[src/rtl/vcla_pkg.sv]
package vcla_pkg;

    // Worm header layout: the third flit carries the body length.
    typedef enum logic [1:0] {
        W_XOFF = 2'd0,
        W_YOFF = 2'd1,
        W_LEN  = 2'd2,
        W_BODY = 2'd3
    } worm_ph_e;

    typedef enum logic [1:0] {
        PICK_IDLE = 2'd0,
        PICK_TC   = 2'd1,
        PICK_BE   = 2'd2
    } pick_e;

    typedef struct packed {
        logic tc_busy;   // a deadline packet is mid-flight
        logic ontime;    // on-time packet offered
        logic be_ready;  // a best-effort flit can be sent
        logic early_ok;  // early packet inside the horizon
    } link_req_s;

    function automatic pick_e choose_class(link_req_s r);
        if (r.tc_busy || r.ontime) return PICK_TC;
        if (r.be_ready)            return PICK_BE;
        if (r.early_ok)            return PICK_TC;
        return PICK_IDLE;
    endfunction

endpackage

[src/rtl/vcla_rr_pick.sv]
module vcla_rr_pick #(
    parameter int N_IN  = 3,
    parameter int IDX_W = 2
) (
    input  logic [N_IN-1:0]  req,
    input  logic [IDX_W-1:0] ptr,
    output logic             any,
    output logic [IDX_W-1:0] gidx
);
    always_comb begin
        any  = 1'b0;
        gidx = '0;
        for (int off = 0; off < N_IN; off++) begin
            int c;
            c = int'(ptr) + off;
            if (c >= N_IN) c = c - N_IN;
            if (!any && req[c]) begin
                any  = 1'b1;
                gidx = IDX_W'(c);
            end
        end
    end
endmodule

[src/rtl/vcla_credit.sv]
module vcla_credit #(
    parameter int CREDITS = 4
) (
    input  logic clk,
    input  logic rst,
    input  logic ack,
    input  logic spend,
    output logic avail
);
    localparam int CW = $clog2(CREDITS + 1);

    logic [CW-1:0] cred;

    always_ff @(posedge clk) begin
        if (rst) begin
            cred <= CW'(CREDITS);
        end else begin
            case ({ack, spend})
                2'b10:   if (cred != CW'(CREDITS)) cred <= cred + 1'b1;
                2'b01:   cred <= cred - 1'b1;
                default: cred <= cred;
            endcase
        end
    end

    assign avail = (cred != '0);


    credit_cap_chk: assert property (@(posedge clk) disable iff (rst)
        cred <= CW'(CREDITS));


    no_credit_send_chk: assert property (@(posedge clk) disable iff (rst)
        spend |-> avail);
endmodule

[src/rtl/vcla_worm_track.sv]
module vcla_worm_track
    import vcla_pkg::*;
#(
    parameter int N_IN   = 3,
    parameter int IDX_W  = 2,
    parameter int DATA_W = 8
) (
    input  logic              clk,
    input  logic              rst,
    input  logic              send,
    input  logic [IDX_W-1:0]  new_idx,
    input  logic [DATA_W-1:0] flit,
    output logic              owned,
    output logic [IDX_W-1:0]  owner,
    output logic [IDX_W-1:0]  rr_ptr,
    output logic              last
);
    worm_ph_e          ph;
    logic [DATA_W-1:0] left;

    always_comb begin
        last = owned && (((ph == W_LEN) && (flit == '0)) ||
                         ((ph == W_BODY) && (left == DATA_W'(1))));
    end

    always_ff @(posedge clk) begin
        if (rst) begin
            owned  <= 1'b0;
            owner  <= '0;
            rr_ptr <= '0;
            ph     <= W_XOFF;
            left   <= '0;
        end else if (send) begin
            if (!owned) begin
                owned <= 1'b1;
                owner <= new_idx;
                ph    <= W_YOFF;
            end else if (last) begin
                owned  <= 1'b0;
                ph     <= W_XOFF;
                rr_ptr <= (owner == IDX_W'(N_IN - 1)) ? '0 : owner + 1'b1;
            end else begin
                case (ph)
                    W_XOFF: ph <= W_YOFF;
                    W_YOFF: ph <= W_LEN;
                    W_LEN: begin
                        left <= flit;
                        ph   <= W_BODY;
                    end
                    default: left <= left - 1'b1;
                endcase
            end
        end
    end


    owner_hold_chk: assert property (@(posedge clk) disable iff (rst)
        (owned && !(send && last)) |=> (owned && owner == $past(owner)));


    body_count_chk: assert property (@(posedge clk) disable iff (rst)
        (owned && ph == W_BODY) |-> (left != '0));
endmodule

[src/rtl/vcla_tc_seq.sv]
module vcla_tc_seq #(
    parameter int TC_BYTES = 20
) (
    input  logic clk,
    input  logic rst,
    input  logic go,
    output logic busy,
    output logic last
);
    localparam int CNT_W = $clog2(TC_BYTES);

    logic [CNT_W-1:0] cnt;

    assign last = go && (cnt == CNT_W'(TC_BYTES - 1));

    always_ff @(posedge clk) begin
        if (rst) begin
            cnt  <= '0;
            busy <= 1'b0;
        end else if (go) begin
            if (last) begin
                cnt  <= '0;
                busy <= 1'b0;
            end else begin
                cnt  <= cnt + 1'b1;
                busy <= 1'b1;
            end
        end
    end


    busy_go_chk: assert property (@(posedge clk) disable iff (rst)
        busy |-> go);


    end_release_chk: assert property (@(posedge clk) disable iff (rst)
        last |=> !busy);
endmodule

[src/rtl/vc_link_arbiter.sv]
module vc_link_arbiter
    import vcla_pkg::*;
#(
    parameter int N_IN     = 3,
    parameter int DATA_W   = 8,
    parameter int TIME_W   = 8,
    parameter int TC_BYTES = 20,
    parameter int CREDITS  = 4
) (
    input  logic                   clk,
    input  logic                   rst,
    input  logic [TIME_W-1:0]      now,
    input  logic [TIME_W-1:0]      horizon,
    input  logic                   tc_valid,
    input  logic                   tc_early,
    input  logic [TIME_W-1:0]      tc_arrival,
    input  logic [DATA_W-1:0]      tc_data,
    output logic                   tc_take,
    output logic                   tc_done,
    input  logic [N_IN-1:0]        be_valid,
    input  logic [N_IN*DATA_W-1:0] be_data,
    output logic [N_IN-1:0]        be_pop,
    input  logic                   link_ack,
    output logic                   link_valid,
    output logic                   link_class,
    output logic [DATA_W-1:0]      link_data
);
    localparam int IDX_W = (N_IN > 1) ? $clog2(N_IN) : 1;

    logic              owned, worm_last, pick_any, cred_ok, tc_busy;
    logic              owner_valid, be_have, be_send, tc_go;
    logic [IDX_W-1:0]  owner, rr_ptr, pick_idx, be_src;
    logic [DATA_W-1:0] be_byte;
    logic [TIME_W-1:0] ahead;
    link_req_s         req;
    pick_e             sel;

    vcla_rr_pick #(.N_IN(N_IN), .IDX_W(IDX_W)) u_pick (
        .req (be_valid),
        .ptr (rr_ptr),
        .any (pick_any),
        .gidx(pick_idx)
    );

    vcla_credit #(.CREDITS(CREDITS)) u_credit (
        .clk  (clk),
        .rst  (rst),
        .ack  (link_ack),
        .spend(be_send),
        .avail(cred_ok)
    );

    vcla_worm_track #(.N_IN(N_IN), .IDX_W(IDX_W), .DATA_W(DATA_W)) u_worm (
        .clk    (clk),
        .rst    (rst),
        .send   (be_send),
        .new_idx(pick_idx),
        .flit   (be_byte),
        .owned  (owned),
        .owner  (owner),
        .rr_ptr (rr_ptr),
        .last   (worm_last)
    );

    vcla_tc_seq #(.TC_BYTES(TC_BYTES)) u_tc (
        .clk (clk),
        .rst (rst),
        .go  (tc_go),
        .busy(tc_busy),
        .last(tc_done)
    );

    // Best-effort source selection and availability.
    always_comb begin
        be_src      = owned ? owner : pick_idx;
        owner_valid = 1'b0;
        be_byte     = '0;
        for (int i = 0; i < N_IN; i++) begin
            if (owner == IDX_W'(i)) owner_valid = be_valid[i];
            if (be_src == IDX_W'(i)) be_byte = be_data[i*DATA_W +: DATA_W];
        end
        be_have = owned ? owner_valid : pick_any;
    end

    // Class decision.
    always_comb begin
        ahead        = tc_arrival - now;
        req.tc_busy  = tc_busy;
        req.ontime   = tc_valid && !tc_early;
        req.be_ready = be_have && cred_ok;
        req.early_ok = tc_valid && tc_early && (ahead <= horizon);
        sel          = choose_class(req);
        tc_go        = (sel == PICK_TC);
        be_send      = (sel == PICK_BE);
    end

    always_comb begin
        for (int i = 0; i < N_IN; i++) begin
            be_pop[i] = be_send && (be_src == IDX_W'(i));
        end
        tc_take    = tc_go;
        link_valid = tc_go || be_send;
        link_class = tc_go;
        link_data  = tc_go ? tc_data : (be_send ? be_byte : '0);
    end


    tc_locked_chk: assert property (@(posedge clk) disable iff (rst)
        tc_busy |-> (link_valid && link_class));


    pop_onehot_chk: assert property (@(posedge clk) disable iff (rst)
        $onehot0(be_pop) && ((be_pop != '0) == (link_valid && !link_class)));


    early_yield_chk: assert property (@(posedge clk) disable iff (rst)
        (!tc_busy && tc_go && tc_early) |-> !(be_have && cred_ok));
endmodule

[config.mk]
export PLATFORM = sky130hd
export DESIGN_NAME = vc_link_arbiter
export DESIGN_NICKNAME = d
export VERILOG_FILES = /design/src/rtl/vcla_pkg.sv /design/src/rtl/vcla_rr_pick.sv /design/src/rtl/vcla_credit.sv /design/src/rtl/vcla_worm_track.sv /design/src/rtl/vcla_tc_seq.sv /design/src/rtl/vc_link_arbiter.sv
export SDC_FILE = /design/constraint.sdc
export NUM_CORES = 1
export LEC_CHECK = 0
export ABC_CLOCK_PERIOD_IN_PS = 5700
export BUFFER_PORTS_ARGS = -buffer_cell sky130_fd_sc_hd__buf_2
export CAP_MARGIN = 5
export CORE_MARGIN = 2
export CORE_UTILIZATION = 53
export CTS_CLUSTER_DIAMETER = 40
export CTS_CLUSTER_SIZE = 24
export DETAILED_ROUTE_END_ITERATION = 8
export PLACE_DENSITY = 0.82
export SKIP_CTS_REPAIR_TIMING = 1
export SLEW_MARGIN = 20
export SYNTH_ARGS = -nofsm -noshare
export SYNTH_HDL_FRONTEND = slang
export SYNTH_SLANG_ARGS = --single-unit
[constraint.sdc]
create_clock -name clk -period 5.7 [get_ports clk]
set_clock_uncertainty 0.2 [all_clocks]
set_input_delay 0.57 -clock clk [delete_from_list [all_inputs] [get_ports clk]]
set_output_delay 0.57 -clock clk [all_outputs]
set_load 0.005 [all_outputs]
# [Word level (Yosys, flattened, before mapping)]
# Cells that the tools add are included.
[op_classes] muxes=51 eq_ne=16 n_lt_le_gt_ge=7 bitwise=2 addsub=11 reduce_logical=30
[ops] cell="$lt 32x4->1 const B" count=3
[ops] cell="$mux 32" count=3
[ops] cell="$ge 32x3->1 const B" count=2
[ops] cell="$sub 32x3->32 const B" count=2
[ops] cell="$mux 8" count=5
[ops] cell="$mux 2" count=13
[ops] cell="$mux 1" count=22
[ops] cell="$pmux 8 s2" count=1
[ops] cell="$logic_and 1x1->1" count=13
[ops] cell="$eq 2x2->1 const B" count=6
[ops] cell="$eq 2x1->1 const B" count=5
[ops] cell="$eq 8x1->1 const B" count=1
[ops] cell="$le 8x8->1" count=1
[ops] cell="$logic_not 8->1" count=1
[ops] cell="$sub 8x1->8 const B" count=1
[ops] cell="$sub 8x8->8" count=1
[ops] cell="$bmux 1 s2" count=3
[ops] cell="$logic_not 2->1" count=3
[ops] cell="$pmux 2 s3" count=1
[ops] cell="$pmux 3 s2" count=1
[ops] cell="$add 5x1->5 const B" count=1
[ops] cell="$eq 5x5->1 const B" count=1
[ops] cell="$mux 5" count=1
[ops] cell="$ne 5x5->1 const B" count=1
[ops] cell="other kinds (19)" count=25
[totals] ff_bits=24 out_inout_bits=15 wordCells=125 input_bits=64

# [Logic depth before layout (Yosys ltp)]
# Gate-level depths: netlist (run 1).
[depth] depth_word=25 depth_mapped=26 ltp_nobuf=24

# [Modules after synthesis]
# Synthesis (run 1) repeated with hierarchy kept, for this count alone.
[hier_totals] cells_unflattened=333 hier_area_um2=2786.4
[modules_own_cells] module="vc_link_arbiter" area_per_inst_um2=1021.0 cells_per_inst=125 seq_area_each_um2=0.0 n_inst=1
[modules_own_cells] module="vcla_worm_track" area_per_inst_um2=1007.2 cells_per_inst=120 seq_area_each_um2=300.3 n_inst=1
[modules_own_cells] module="vcla_tc_seq" area_per_inst_um2=267.8 cells_per_inst=28 seq_area_each_um2=120.1 n_inst=1
[modules_own_cells] module="vcla_rr_pick" area_per_inst_um2=251.5 cells_per_inst=32 seq_area_each_um2=0.0 n_inst=1
[modules_own_cells] module="vcla_credit" area_per_inst_um2=239.0 cells_per_inst=28 seq_area_each_um2=60.1 n_inst=1

# [Worst setup path before layout (run 1)]
# OpenSTA, ideal clock, no wires.
[synth_timing] path_type="input -> register" from="input now[1]" to="register u_credit.cred[2]" path_slack_ns=0.867 required_ns=5.386 arrival_ns=4.519 cell_stages=25 cell_sequence="inv_1 > ha_1 > nor2b_1 > o21ai_0 > nand2b_1 > a21oi_1 > nor2_1 > o21ai_0 > nand2b_1 > a21oi_1 > xnor2_1 > ha_1 > nand3_1 > o21ai_0 > o31a_1 > o21ai_0 > a21oi_1 > ha_1 > clkbuf_1 > clkbuf_1 > nand2_1 > fa_1 > and3_1 > or3_1 > a21o_1"
[synth_between] elab_chain_cells=13 word_cells_on_any_way=17 classes_between="add/sub: 1; order compare: 1; eq/ne: 4; mux: 8; reduce/logical: 3"
[synth_rtl] item="from (decl)" line="vc_link_arbiter.sv:12" source="input logic [TIME_W-1:0] now,"
[synth_rtl] item="$sub 8x8->8 (*)" line="vc_link_arbiter.sv:87" source="ahead = tc_arrival - now;"
[synth_rtl] item="$le 8x8->1 (*)" line="vc_link_arbiter.sv:91" source="req.early_ok = tc_valid && tc_early && (ahead <= horizon);"
[synth_rtl] item="$logic_and 1x1->1 (*)" line="vc_link_arbiter.sv:91"
[synth_rtl] item="$mux 1 (2 in series)" line="vcla_pkg.sv:27" source="if (r.early_ok) return PICK_TC;"
[synth_rtl] item="$mux 1" line="vcla_pkg.sv:26" source="if (r.be_ready) return PICK_BE;"
[synth_rtl] item="$mux 2 (*)" line="vcla_pkg.sv:28" source="return PICK_IDLE;"
[synth_rtl] item="$mux 2 (*)" line="vcla_pkg.sv:27"
[synth_rtl] item="$mux 2 (*)" line="vcla_pkg.sv:26"
[synth_rtl] item="$eq 2x2->1 (*)" line="vc_link_arbiter.sv:94" source="be_send = (sel == PICK_BE);"
[synth_rtl] item="$eq 2x2->1 or $eq 2x1->1 (tied branches)" line="vcla_credit.sv:18" source="case ({ack, spend})"
[synth_rtl] item="$ne 2x1->1 (no line) or $reduce_bool 2->1 (tied branches)"
[synth_rtl] item="$reduce_and 2->1 (no line)"
[synth_rtl] item="to (signal assigned)" line="vcla_credit.sv:19" source="2'b10: if (cred != CW'(CREDITS)) cred <= cred + 1'b1;"
[synth_rtl] item="to (signal assigned)" line="vcla_credit.sv:20" source="2'b01: cred <= cred - 1'b1;"
[synth_rtl] item="to (signal assigned)" line="vcla_credit.sv:21" source="default: cred <= cred;"
[synth_rtl] item="to (decl)" line="vcla_credit.sv:12" source="logic [CW-1:0] cred;"
# Mark *: on every way between the ends. The rest lies on a longest branch, timed or not. The select of a mux whose other input is x is not followed.
# A chain may end at the register's enable or synchronous reset.

# [Worst setup path after layout (run 1)]
[layout_timing] from="input now[1]" to="output link_data[2]"
[layout_between] elab_chain_cells=12 word_cells_on_any_way=14 classes_between="add/sub: 1; order compare: 1; eq/ne: 2; mux: 9; reduce/logical: 1"
[layout_rtl] item="$sub 8x8->8 (*)" line="vc_link_arbiter.sv:87"
[layout_rtl] item="$le 8x8->1 (*)" line="vc_link_arbiter.sv:91"
[layout_rtl] item="$logic_and 1x1->1 (*)" line="vc_link_arbiter.sv:91"
[layout_rtl] item="$mux 1 (2 in series)" line="vcla_pkg.sv:27"
[layout_rtl] item="$mux 1" line="vcla_pkg.sv:26"
[layout_rtl] item="$mux 2 (*)" line="vcla_pkg.sv:28"
[layout_rtl] item="$mux 2 (*)" line="vcla_pkg.sv:27"
[layout_rtl] item="$mux 2 (*)" line="vcla_pkg.sv:26"
[layout_rtl] item="$eq 2x2->1" line="vc_link_arbiter.sv:94"
[layout_rtl] item="$mux 8" line="vc_link_arbiter.sv:104" source="link_data = tc_go ? tc_data : (be_send ? be_byte : '0);"
[layout_rtl] item="$mux 8 (*)" line="vc_link_arbiter.sv:104"
[layout_rtl] item="to (decl)" line="vc_link_arbiter.sv:26" source="output logic [DATA_W-1:0] link_data"
# Marks and branches as above.

==> results of run 1 <==
[synth_stat cells (3+ instances only)]
cell	instances
xnor2_1	6
xor2_1	3
o21ai_0	22
or3_1	4
o311ai_0	3
a21o_1	5
o2bb2ai_1	3
dfxtp_1	24
ha_1	29
inv_1	36
a22oi_1	3
and3_1	4
a21oi_1	23
nor2_1	20
nand2_1	26
nor3b_1	5
a22o_1	8
o21ai_1	5
clkbuf_1	11
nand3_1	7
nor3_1	12
nor4_1	4
mux2i_1	20
nor2b_1	7
nand2b_1	12
[registers in the layout, summed over array words and instances, names as in the netlist]
name,count
u_credit.cred,3
u_tc.busy,1
u_tc.cnt,5
u_worm.left,8
u_worm.owned,1
u_worm.owner,2
u_worm.ph,2
u_worm.rr_ptr,2
[path summary, 6_finish.rpt]
kind	startpoint	end	depth (start not counted)
max	now[1]	link_data[2]	22
min reg2reg	u_worm.left[4]	u_worm.left[4]	2
max reg2reg	u_worm.rr_ptr[0]	u_worm.left[1]	14
min	u_worm.left[4]	u_worm.left[4]	2
[tightest hold or removal path: cells and delay by family, from the launching register on]
| family | cells | cell delay [ps] |
|---|---|---|
| AOI/OAI and AO/OA | 1 | 50 |
| DFF | 1 | 320 |
| and+or+nand+nor | 1 | 60 |
[layer usage]
layer / wire, um / share of wire (%) / global-route usage (%)
met1: 2839 / 44 / 28.11
met2: 3212 / 50 / 42.59
met3: 315 / 4.9 / 3.347
met4: 56 / 0.87 / 3.119
met5: 0 / 0 / 0
[final cells by class]
type	instances	share of cell area (%)
timing repair buffer	81	13.03
sequential	24	15.17
clock buffer	4	1.738
multi-input combinational	271	63.15
tap	67	2.646
inverter	36	4.265
[metrics by stage]
step	hold WS (ps)	util [%]	std cells	cell area (um2)
after floorplan	246.8	-	347	2686
after global placement	257.1	64.62	479	3113
after detailed placement	267.6	64.62	479	3113
after CTS	279.1	65.77	483	3168
after global routing	307.1	65.77	483	3168
final	274.7	65.77	483	3168
[logic make-up after synthesis]
| family | Yosys count | share of synthesized area (%) |
|---|---|---|
| AOI/OAI and AO/OA | 95 | 25.71 |
| xor gates and xnor gates | 9 | 2.934 |
| adders and majority gates | 31 | 15.00 |
| buffers and inverters | 52 | 7.638 |
| DFF | 24 | 17.89 |
| muxes | 22 | 8.430 |
| and+or+nand+nor | 114 | 22.40 |
[report_power, final]
group          internal [mW]  switching (mW)  leakage, nW
sequential             0.185          0.0223        0.195
combinational          0.182           0.214         1.30
clock                 0.0617          0.0546       0.0288
total                  0.429           0.290         1.53
==> reports/summary.md, run 1 <==
- **status** finished, final reports clean
- **Fillers** 443
- **via density per instance** 5.671
- **antenna-violating nets left** 0
- **cells taking the most area after synthesis** dfxtp_1 (18%), ha_1 (14%), mux2i_1 (7.5%)
- **Final Routed Wirelength** 6.423 mm
- **Slew Limit Fails** 0
- **worst slew margin relative to its limit** 58.14%
- **dpl ws** 561.1 ps
- **Crit path buffers/inverters** 3
- **Design Power** 719.6 uW
- **area taken by flip-flops and latches** 480.5 um2
- **CTS Sinks** 24
- **CP arrival** 4290 ps
- **flip-flop and latch count after synthesis** 24
- **share of post-route cells with drive strength above 1** 23.80%
- **Max FO, Critical Path** 13
- **Max Root-Sink Buffers** 2
- **reg-to-reg setup timing slack** 1860 ps
- **via count of the first global-routing pass** 2532
- **Fin. Hold Viols** 0
- **GPL Wtd Cong** 0.9039
- **number of enable flip-flop cells after synthesis** 0
- **standard cell core area** 0.004817 mm2
- **DRC viols** 0
- **CTS tree** done
- **first-pass detailed-route iteration total** 4
- **total number of H-tree levels** 1
- **wire length of the first global-routing pass** 10.33 mm
- **Synth Flop Type** dfxtp_1
- **Global Route Usage Sum** 22.73%
- **WP data required** 4930 ps
- **min-delay worst type** register to register
- **type of origin of the critical path** input pin
- **total die area** 0.005654 mm2
- **critical path class** input pin to output port
- **Post-Syn Nets** 442
- **die width** 75.20 um
- **# IOs** 79
- **Inserted Diodes** 0
- **accumulated negative setup slack** 0 ps
- **largest area contributor in the synthesized netlist** dfxtp_1
- **combined area of the multi-input logic cells** 0.002001 mm2
- **routed via count** 2739
- **crit-path max cell delay** 440 ps
- **shortest clock period the worst path allows after layout** 5059 ps
- **most common library cell in the layout ignoring fill and taps** buf_2
- **final worst path period share** 88.75%
- **Starting Density** 55.77%
- **distinct cell type count after synthesis** 60
- **max frequency** 197.7 MHz
- **setup repair after global routing missed its margin** false
- **crit path cell chain** buf_2, inv_1, ha_1, nor2b_1, o21ai_0, nand2b_1, a21oi_1, nor2_1, o21ai_0, nand2b_1, a21oi_1, xnor2_1, ha_1, nand3_1, o21ai_0, o31a_1, o21ai_0, a21oi_1, ha_1, nor2b_1, a22o_1, buf_2
- **average wire length per cell after detail routing** 13.30 um
- **sequential element share of the synthesized area** 17.89%
- **clock insertion delay at the later pin of the skew report** 270 ps
- **maximum number of pins on one net before global-route repair** 28
- **pwr dens** 227.2 mW/mm2
- **Initial DRC Count** 126
- **Synth top area share** 17.89%
- **cell at the root of the clock tree** clkbuf_8
- **transition time at the pin with the least slew margin** 627.9 ps
- **worst setup slack after layout** 641.1 ps
- **Final setup violation count** 0
- **die height** 75.20 um
- **leading cell types in the layout, fill and taps excluded** buf_2 (78), inv_1 (36), ha_1 (29), nand2_1 (26), dfxtp_1 (24)
- **maximum resistive drop on vdd** 138.2 uV
- **leakage component of the power** 1.526 nW
- **clk slew on worst S/H paths** 80 ps
- **total congestion overflow** 0
- **clock buffer count from CTS** 3
- **cell count after synthesis** 347
- **summed instance area of the synthesized netlist** 0.002686 mm2
- **Final #Nets** 512
- **most used cell, CP** o21ai_0
- **cell family with most CP delay** compound AO/OA/AOI/OAI gates
- **antenna violations before repair** 0
- **max-capacitance violation count** 0
- **library cell contributing the largest single delay on the critical path** nor2b_1
- **number of warning messages in the yosys log** 0
- **category of the worst setup path capture point** output port
- **fraction of synthesis flops using an asynchronous set or reset pin** 0%
- **Post-DP HPWL** 5.265 mm
- **average cell area after synthesis** 7.742 um2
- **IO buf count** 78
- **Syn-to-layout area delta** 17.93%
- **number of rows in the core area** 25
(Power assumes the default switching activity.)
==> inputs of run 2 (changes only) <==
==> constraint.sdc (replaced) <==
create_clock -name clk -period 5.7 [get_ports clk]
set_clock_uncertainty 0.2 [all_clocks]
set_input_delay 0.285 -clock clk [delete_from_list [all_inputs] [get_ports clk]]
set_output_delay 0.285 -clock clk [all_outputs]
set_load 0.005 [all_outputs]
==> run 2 against run 1 <==
Clock-buffer cell count decreased by 1. First-iteration DRC count grew 45%. Clock power decreased by 14%. Sequential share of layout area is 0.14 points higher. Utilization fell by 0.60 points. Power is 3.0% lower. Highest routed layer unchanged. Largest cell class unchanged. Die area stayed put. Non-clock buffer count decreased by 2.
==> reports/summary.md, run 2 (same netlist as run 1, synthesis figures left out) <==
- **Final #Nets** 510, was 512
- **CTS Sinks** 24, unchanged
- **launching point of the worst reg2reg path** u_worm.rr_ptr[1], was u_worm.rr_ptr[0]
- **total congestion overflow** 0, unchanged
- **IO buf count** 78, unchanged
- **clock buffer count from CTS** 3, unchanged
- **accumulated negative setup slack** 0 ps, unchanged
- **Post-DP HPWL** 5.146 mm, was 5.265 mm
- **Global Route Usage Sum** 22.34%, was 22.73%
- **transition time at the pin with the least slew margin** 644.5 ps, was 627.9 ps
- **maximum resistive drop on vdd** 139.9 uV, was 138.2 uV
- **antenna violations before repair** 0, unchanged
- **routed via count** 2708, was 2739
- **Inserted Diodes** 0, unchanged
- **maximum number of pins on one net before global-route repair** 28, unchanged
- **share of post-route cells with drive strength above 1** 23.24%, was 23.80%
- **worst slew margin relative to its limit** 57.03%, was 58.14%
- **WP data required** 5220 ps, was 4930 ps
- **Net Switching** 287.4 uW, was 290.4 uW
- **registers with the most flip-flops** u_worm.left x8, u_tc.cnt x5, u_credit.cred x3, unchanged
- **Combinational Power Share** 56.0%, was 55.0%
- **cell at the root of the clock tree** clkbuf_8, unchanged
- **status** finished, final reports clean, unchanged
- **setup repair after global routing missed its margin** false, unchanged
- **wire length of the first global-routing pass** 10.14 mm, was 10.33 mm
- **Final setup violation count** 0, unchanged
- **shortest clock period the worst path allows after layout** 4779 ps, was 5059 ps
- **type of origin of the critical path** input pin, unchanged
- **Final Routed Wirelength** 6.488 mm, was 6.423 mm
- **dpl ws** 761.7 ps, was 561.1 ps
- **Max Root-Sink Buffers** 2, unchanged
- **reg-to-reg setup timing slack** 1620 ps, was 1860 ps
- **GPL Wtd Cong** 0.8882, was 0.9039
- **sequential group share of total power** 29.7%, was 28.9%
- **pwr dens** 222.3 mW/mm2, was 227.2 mW/mm2
- **via count of the first global-routing pass** 2416, was 2532
- **Syn-to-layout area delta** 16.86%, was 17.93%
- **clock insertion delay at the later pin of the skew report** 270 ps, about the same
- **die width** 75.20 um, unchanged
- **first element of the critical path** now[1], unchanged
- **standard cell core area** 0.004817 mm2, unchanged
- **CP arrival** 4290 ps, about the same
- **flip-flop count of the largest register, all copies and words added** 8, unchanged
- **Max FO, Critical Path** 18, was 13
- **Slew Limit Fails** 0, unchanged
- **category of the worst setup path capture point** output port, unchanged
- **Internal Power** 410.6 uW, was 429.2 uW
- **antenna-violating nets left** 0, unchanged
- **CTS tree** done, unchanged
- **total number of H-tree levels** 1, unchanged
- **DRC viols** 0, unchanged
- **# IOs** 79, unchanged
- **destination of the critical timing path** tc_done, was link_data[2]
- **final cell utilization of the core** 65.17%, was 65.77%
- **leakage component of the power** 1.508 nW, was 1.526 nW
- **clk slew on worst S/H paths** 80 ps, about the same
- **Switching Fraction** 41.18%, was 40.35%
- **average wire length per cell after detail routing** 13.52 um, was 13.30 um
- **Fillers** 426, was 443
- **min-delay worst type** input pin to register, was register to register
- **Critical R2R Capture** u_tc.cnt[0], was u_worm.left[1]
- **final worst path period share** 83.85%, was 88.75%
- **first-pass detailed-route iteration total** 5, was 4
- **clock network fraction of total power** 14.3%, was 16.2%
- **worst setup slack after layout** 920.7 ps, was 641.1 ps
- **max-capacitance violation count** 0, unchanged
- **count of cells along the worst register-to-register path** 14, unchanged
- **number of rows in the core area** 25, unchanged
- **most common library cell in the layout ignoring fill and taps** buf_2, unchanged
- **Fin. Hold Viols** 0, unchanged
- **max frequency** 209.2 MHz, was 197.7 MHz
- **total die area** 0.005654 mm2, unchanged
- **via density per instance** 5.642, was 5.671
- **Initial DRC Count** 183, was 126
- **leading cell types in the layout, fill and taps excluded** buf_2 (78), inv_1 (36), ha_1 (29), nand2_1 (26), dfxtp_1 (24), unchanged
- **critical path class** input pin to output port, unchanged
- **Starting Density** 55.77%, unchanged
- **die height** 75.20 um, unchanged
- **register bank with the most flops** u_worm.left, unchanged
## run 2: cell types whose count changed in the layout (fill, tap and decap cells not counted)
cell,change
buf_4,-2
clkbuf_8,-1
## run 2: cell type report
class                      count  area, um2  area share, %
timing repair buffer          79      397.9          12.67
tap                           67      83.83          2.670
sequential                    24      480.5          15.30
inverter                      36      135.1          4.305
clock buffer                   3      41.29          1.315
multi-input combinational    271       2001          63.73
## run 2: metal layers
metal  wire length [um]  GRT usage [%]  part of all wire, %
met2               3132          39.08                   48
met5                  0              0                    0
met3                344          4.418                  5.3
met4                 49          4.288                 0.76
met1               2963          28.75                   46
## run 2: worst max-delay path: stages
cell and delay [ps]:
buf_2 100, inv_1 40, ha_1 270, nor2b_1 120, o21ai_0 160, nand2b_1 110, a21oi_1 150, nor2_1 60
o21ai_0 140, nand2b_1 70, a21oi_1 180, xnor2_1 90, ha_1 290, nand3_1 90, o31a_1 290, o21ai_0 210
a21o_1 160, ha_1 510, nand2_1 220, nor3b_1 520, buf_2 210
## run 2: metrics by stage
step / instance area, um2 / hold WS [ps] / total power, mW / cells
after CTS: 3139 / 228.1 / 0.6987 / 480
after global placement: 3098 / 256.3 / 0.5892 / 477
after global routing: 3139 / 275.9 / 0.7568 / 480
after floorplan: 2686 / 246.8 / 0.4912 / 347
final: 3139 / 227.2 / 0.6980 / 480
after detailed placement: 3098 / 265.8 / 0.5981 / 477
## run 2: worst min path at each step
stage | to | depth (start not counted) | slack, ps | startpoint
after detailed placement | u_worm.left[4] | 2 | 270 | u_worm.left[4]
after global placement | u_worm.left[4] | 2 | 260 | u_worm.left[4]
after CTS | u_credit.cred[1] | 4 | 230 | link_ack
after global routing | u_credit.cred[1] | 4 | 280 | link_ack
after floorplan | u_worm.left[4] | 2 | 250 | u_worm.left[4]
final | u_credit.cred[0] | 3 | 230 | link_ack
## run 2: power by group through the flow
stage,clock network [mW],registers (mW),logic (mW)
after global placement,0,0.210,0.379
after floorplan,0,0.203,0.289
after global routing,0.107,0.210,0.440
final,0.0997,0.207,0.391
after CTS,0.102,0.207,0.390
after detailed placement,0,0.210,0.388
==> inputs of run 3 (changes only) <==
--- a/config.mk
+++ b/config.mk
@@ -5,15 +5,15 @@
 export SDC_FILE = /design/constraint.sdc
 export NUM_CORES = 1
 export LEC_CHECK = 0
-export ABC_CLOCK_PERIOD_IN_PS = 5700
+export ABC_CLOCK_PERIOD_IN_PS = 4200
 export BUFFER_PORTS_ARGS = -buffer_cell sky130_fd_sc_hd__buf_2
 export CAP_MARGIN = 5
 export CORE_MARGIN = 2
-export CORE_UTILIZATION = 53
+export CORE_UTILIZATION = 48
 export CTS_CLUSTER_DIAMETER = 40
 export CTS_CLUSTER_SIZE = 24
 export DETAILED_ROUTE_END_ITERATION = 8
-export PLACE_DENSITY = 0.82
+export PLACE_DENSITY = 0.78
 export SKIP_CTS_REPAIR_TIMING = 1
 export SLEW_MARGIN = 20
 export SYNTH_ARGS = -nofsm -noshare
==> constraint.sdc (replaced) <==
create_clock -name clk -period 4.2 [get_ports clk]
set_clock_uncertainty 0.2 [all_clocks]
set_input_delay 0.21 -clock clk [delete_from_list [all_inputs] [get_ports clk]]
set_output_delay 0.21 -clock clk [all_outputs]
set_load 0.005 [all_outputs]
==> run 3 against run 2 <==
Sequential share of layout area decreased by 0.52 points. Largest power group unchanged. Critical path type unchanged. Critical path depth increased by 2. Sequential power rose by 36%. Utilization down 5.4 points.
==> reports/summary.md, run 3 (same netlist as run 1, synthesis figures left out) <==
- **max-capacitance violation count** 0, unchanged
- **Final #Nets** 520, was 510
- **Slew Limit Fails** 0, unchanged
- **leading cell types in the layout, fill and taps excluded** buf_2 (78), inv_1 (36), ha_1 (28), nand2_1 (25), dfxtp_1 (24), was buf_2 (78), inv_1 (36), ha_1 (29), nand2_1 (26), dfxtp_1 (24)
- **CTS tree** done, unchanged
- **clock buffer count from CTS** 3, unchanged
- **standard cell core area** 0.005439 mm2, was 0.004817 mm2
- **setup repair after global routing missed its margin** false, unchanged
- **startpoint of the worst hold path** link_ack, unchanged
- **Post-Layout Inst Area** 0.003251 mm2, was 0.003139 mm2
- **shortest clock period the worst path allows after layout** 3934 ps
- **status** finished, final reports clean, unchanged
- **category of the worst setup path capture point** output port, unchanged
- **Fin. Hold Viols** 0, unchanged
- **worst hold path depth** 3, unchanged
- **DRC viols** 0, unchanged
- **type of origin of the critical path** input pin, unchanged
- **placed cell count** 492, was 477
- **Syn-to-layout area delta** 21.01%, was 16.86%
- **min-delay worst type** input pin to register, unchanged
- **final worst path period share** 93.66%
- **wire length of the first global-routing pass** 10.86 mm, was 10.14 mm
- **most common library cell in the layout ignoring fill and taps** buf_2, unchanged
- **CP arrival** 3520 ps, was 4290 ps
- **maximum number of pins on one net before global-route repair** 28, unchanged
- **registers with the most flip-flops** u_worm.left x8, u_tc.cnt x5, u_credit.cred x3, unchanged
- **Starting Density** 49.39%, was 55.77%
- **Final Routed Wirelength** 6.675 mm, was 6.488 mm
- **launching point of the worst reg2reg path** u_worm.rr_ptr[1], unchanged
- **register bank with the most flops** u_worm.left, unchanged
- **routed via count** 2796, was 2708
- **Max Root-Sink Buffers** 2, unchanged
- **# IOs** 79, unchanged
- **total number of H-tree levels** 1, unchanged
- **total die area** 0.006211 mm2, was 0.005654 mm2
- **average wire length per cell after detail routing** 13.46 um, was 13.52 um
- **WP data required** 3790 ps, was 5220 ps
- **endpoint of the worst hold path** u_credit.cred[0], unchanged
- **count of cells along the worst register-to-register path** 11, was 14
- **accumulated negative setup slack** 0 ps, unchanged
- **antenna-violating nets left** 0, unchanged
- **Cell Area, Placed** 0.003179 mm2, was 0.003098 mm2
- **total congestion overflow** 0, unchanged
- **critical path class** input pin to output port, unchanged
- **first-pass detailed-route iteration total** 4, was 5
- **pwr dens** 309.4 mW/mm2, was 222.3 mW/mm2
- **clock insertion delay at the later pin of the skew report** 270 ps, about the same
- **Post-DP HPWL** 5.374 mm, was 5.146 mm
- **share of post-route cells with drive strength above 1** 26.42%, was 23.24%
- **clk slew on worst S/H paths** 90 ps, was 80 ps
- **die width** 78.81 um, was 75.20 um
- **final instance count without filler cells** 496, was 480
- **leakage component of the power** 1.566 nW, was 1.508 nW
- **Inserted Diodes** 0, unchanged
- **Max FO, Critical Path** 7, was 18
- **antenna violations before repair** 0, unchanged
- **Initial DRC Count** 130, was 183
- **Global Route Usage Sum** 21.03%, was 22.34%
- **flip-flop count of the largest register, all copies and words added** 8, unchanged
- **Critical R2R Capture** u_worm.left[1], was u_tc.cnt[0]
- **worst slew margin relative to its limit** 54.71%, was 57.03%
- **final cell utilization of the core** 59.77%, was 65.17%
- **Design Power** 1.006 mW, was 698.0 uW
- **number of rows in the core area** 27, was 25
- **Final setup violation count** 0, unchanged
- **IO buf count** 78, unchanged
- **maximum resistive drop on vdd** 167.7 uV, was 139.9 uV
- **via count of the first global-routing pass** 2506, was 2416
- **max frequency** 254.2 MHz
- **cell at the root of the clock tree** clkbuf_8, unchanged
- **CTS Sinks** 24, unchanged
- **reg-to-reg setup timing slack** 620 ps, was 1620 ps
- **via density per instance** 5.637, was 5.642
- **die height** 78.81 um, was 75.20 um
- **transition time at the pin with the least slew margin** 679.3 ps, was 644.5 ps
- **GPL Wtd Cong** 0.9521, was 0.8882
run 3: metal layers:
layer  track usage (%)  wire length (um)  vias up
met5                 0                 0        -
met3             2.273               343        6
li1                  -                 -     1400
met2             39.23              3365       93
met4             3.793                42        0
met1             26.29              2923     1297
run 3: cell type report:
class	count	area [um2]
Fill cell	501	2188
Multi-Input combinational cell	271	2017
Sequential cell	24	480.5
Timing Repair Buffer	89	473.0
Inverter	36	135.1
Tap cell	72	90.09
Clock buffer	4	55.05
run 3: power breakdown:
group | switching [mW] | internal [mW] | total (mW)
Sequential | 0.0298 | 0.252 | 0.282
Combinational | 0.301 | 0.263 | 0.564
Clock | 0.0762 | 0.0837 | 0.160
run 3: through the flow:
stage	worst slack (ps)	hold slack, ps
after CTS	45.40	139.6
final	266.5	144.0
after floorplan	5.369	246.8
after global placement	7.328	260.1
after detailed placement	-112.3	270.0
after global routing	3.943	157.4
run 3: critical path, cell delays in order:
cell,delay [ps]
buf_2,90
inv_1,40
ha_1,270
nor2b_1,130
o21ai_1,110
nand2b_1,80
a21oi_1,160
nor2_1,70
o21ai_0,140
nand2b_1,70
a21oi_1,170
xnor2_1,100
ha_1,300
nand3_1,90
buf_4,140
o31a_1,290
o21ai_2,130
a21oi_1,80
ha_2,200
buf_4,160
nor2b_2,200
a22o_1,200
buf_2,120
run 3: worst max-delay path by stage:
stage               startpoint  slack (ps)                to  cells past startpoint
floorplan               now[1]           5  u_credit.cred[2]                     25
global placement        now[1]           7  u_credit.cred[2]                     24
detailed placement      now[1]        -110  u_credit.cred[2]                     24
CTS                     now[1]          50      link_data[6]                     23
global route            now[1]           4      link_data[2]                     23
finish                  now[1]         270      link_data[6]                     23
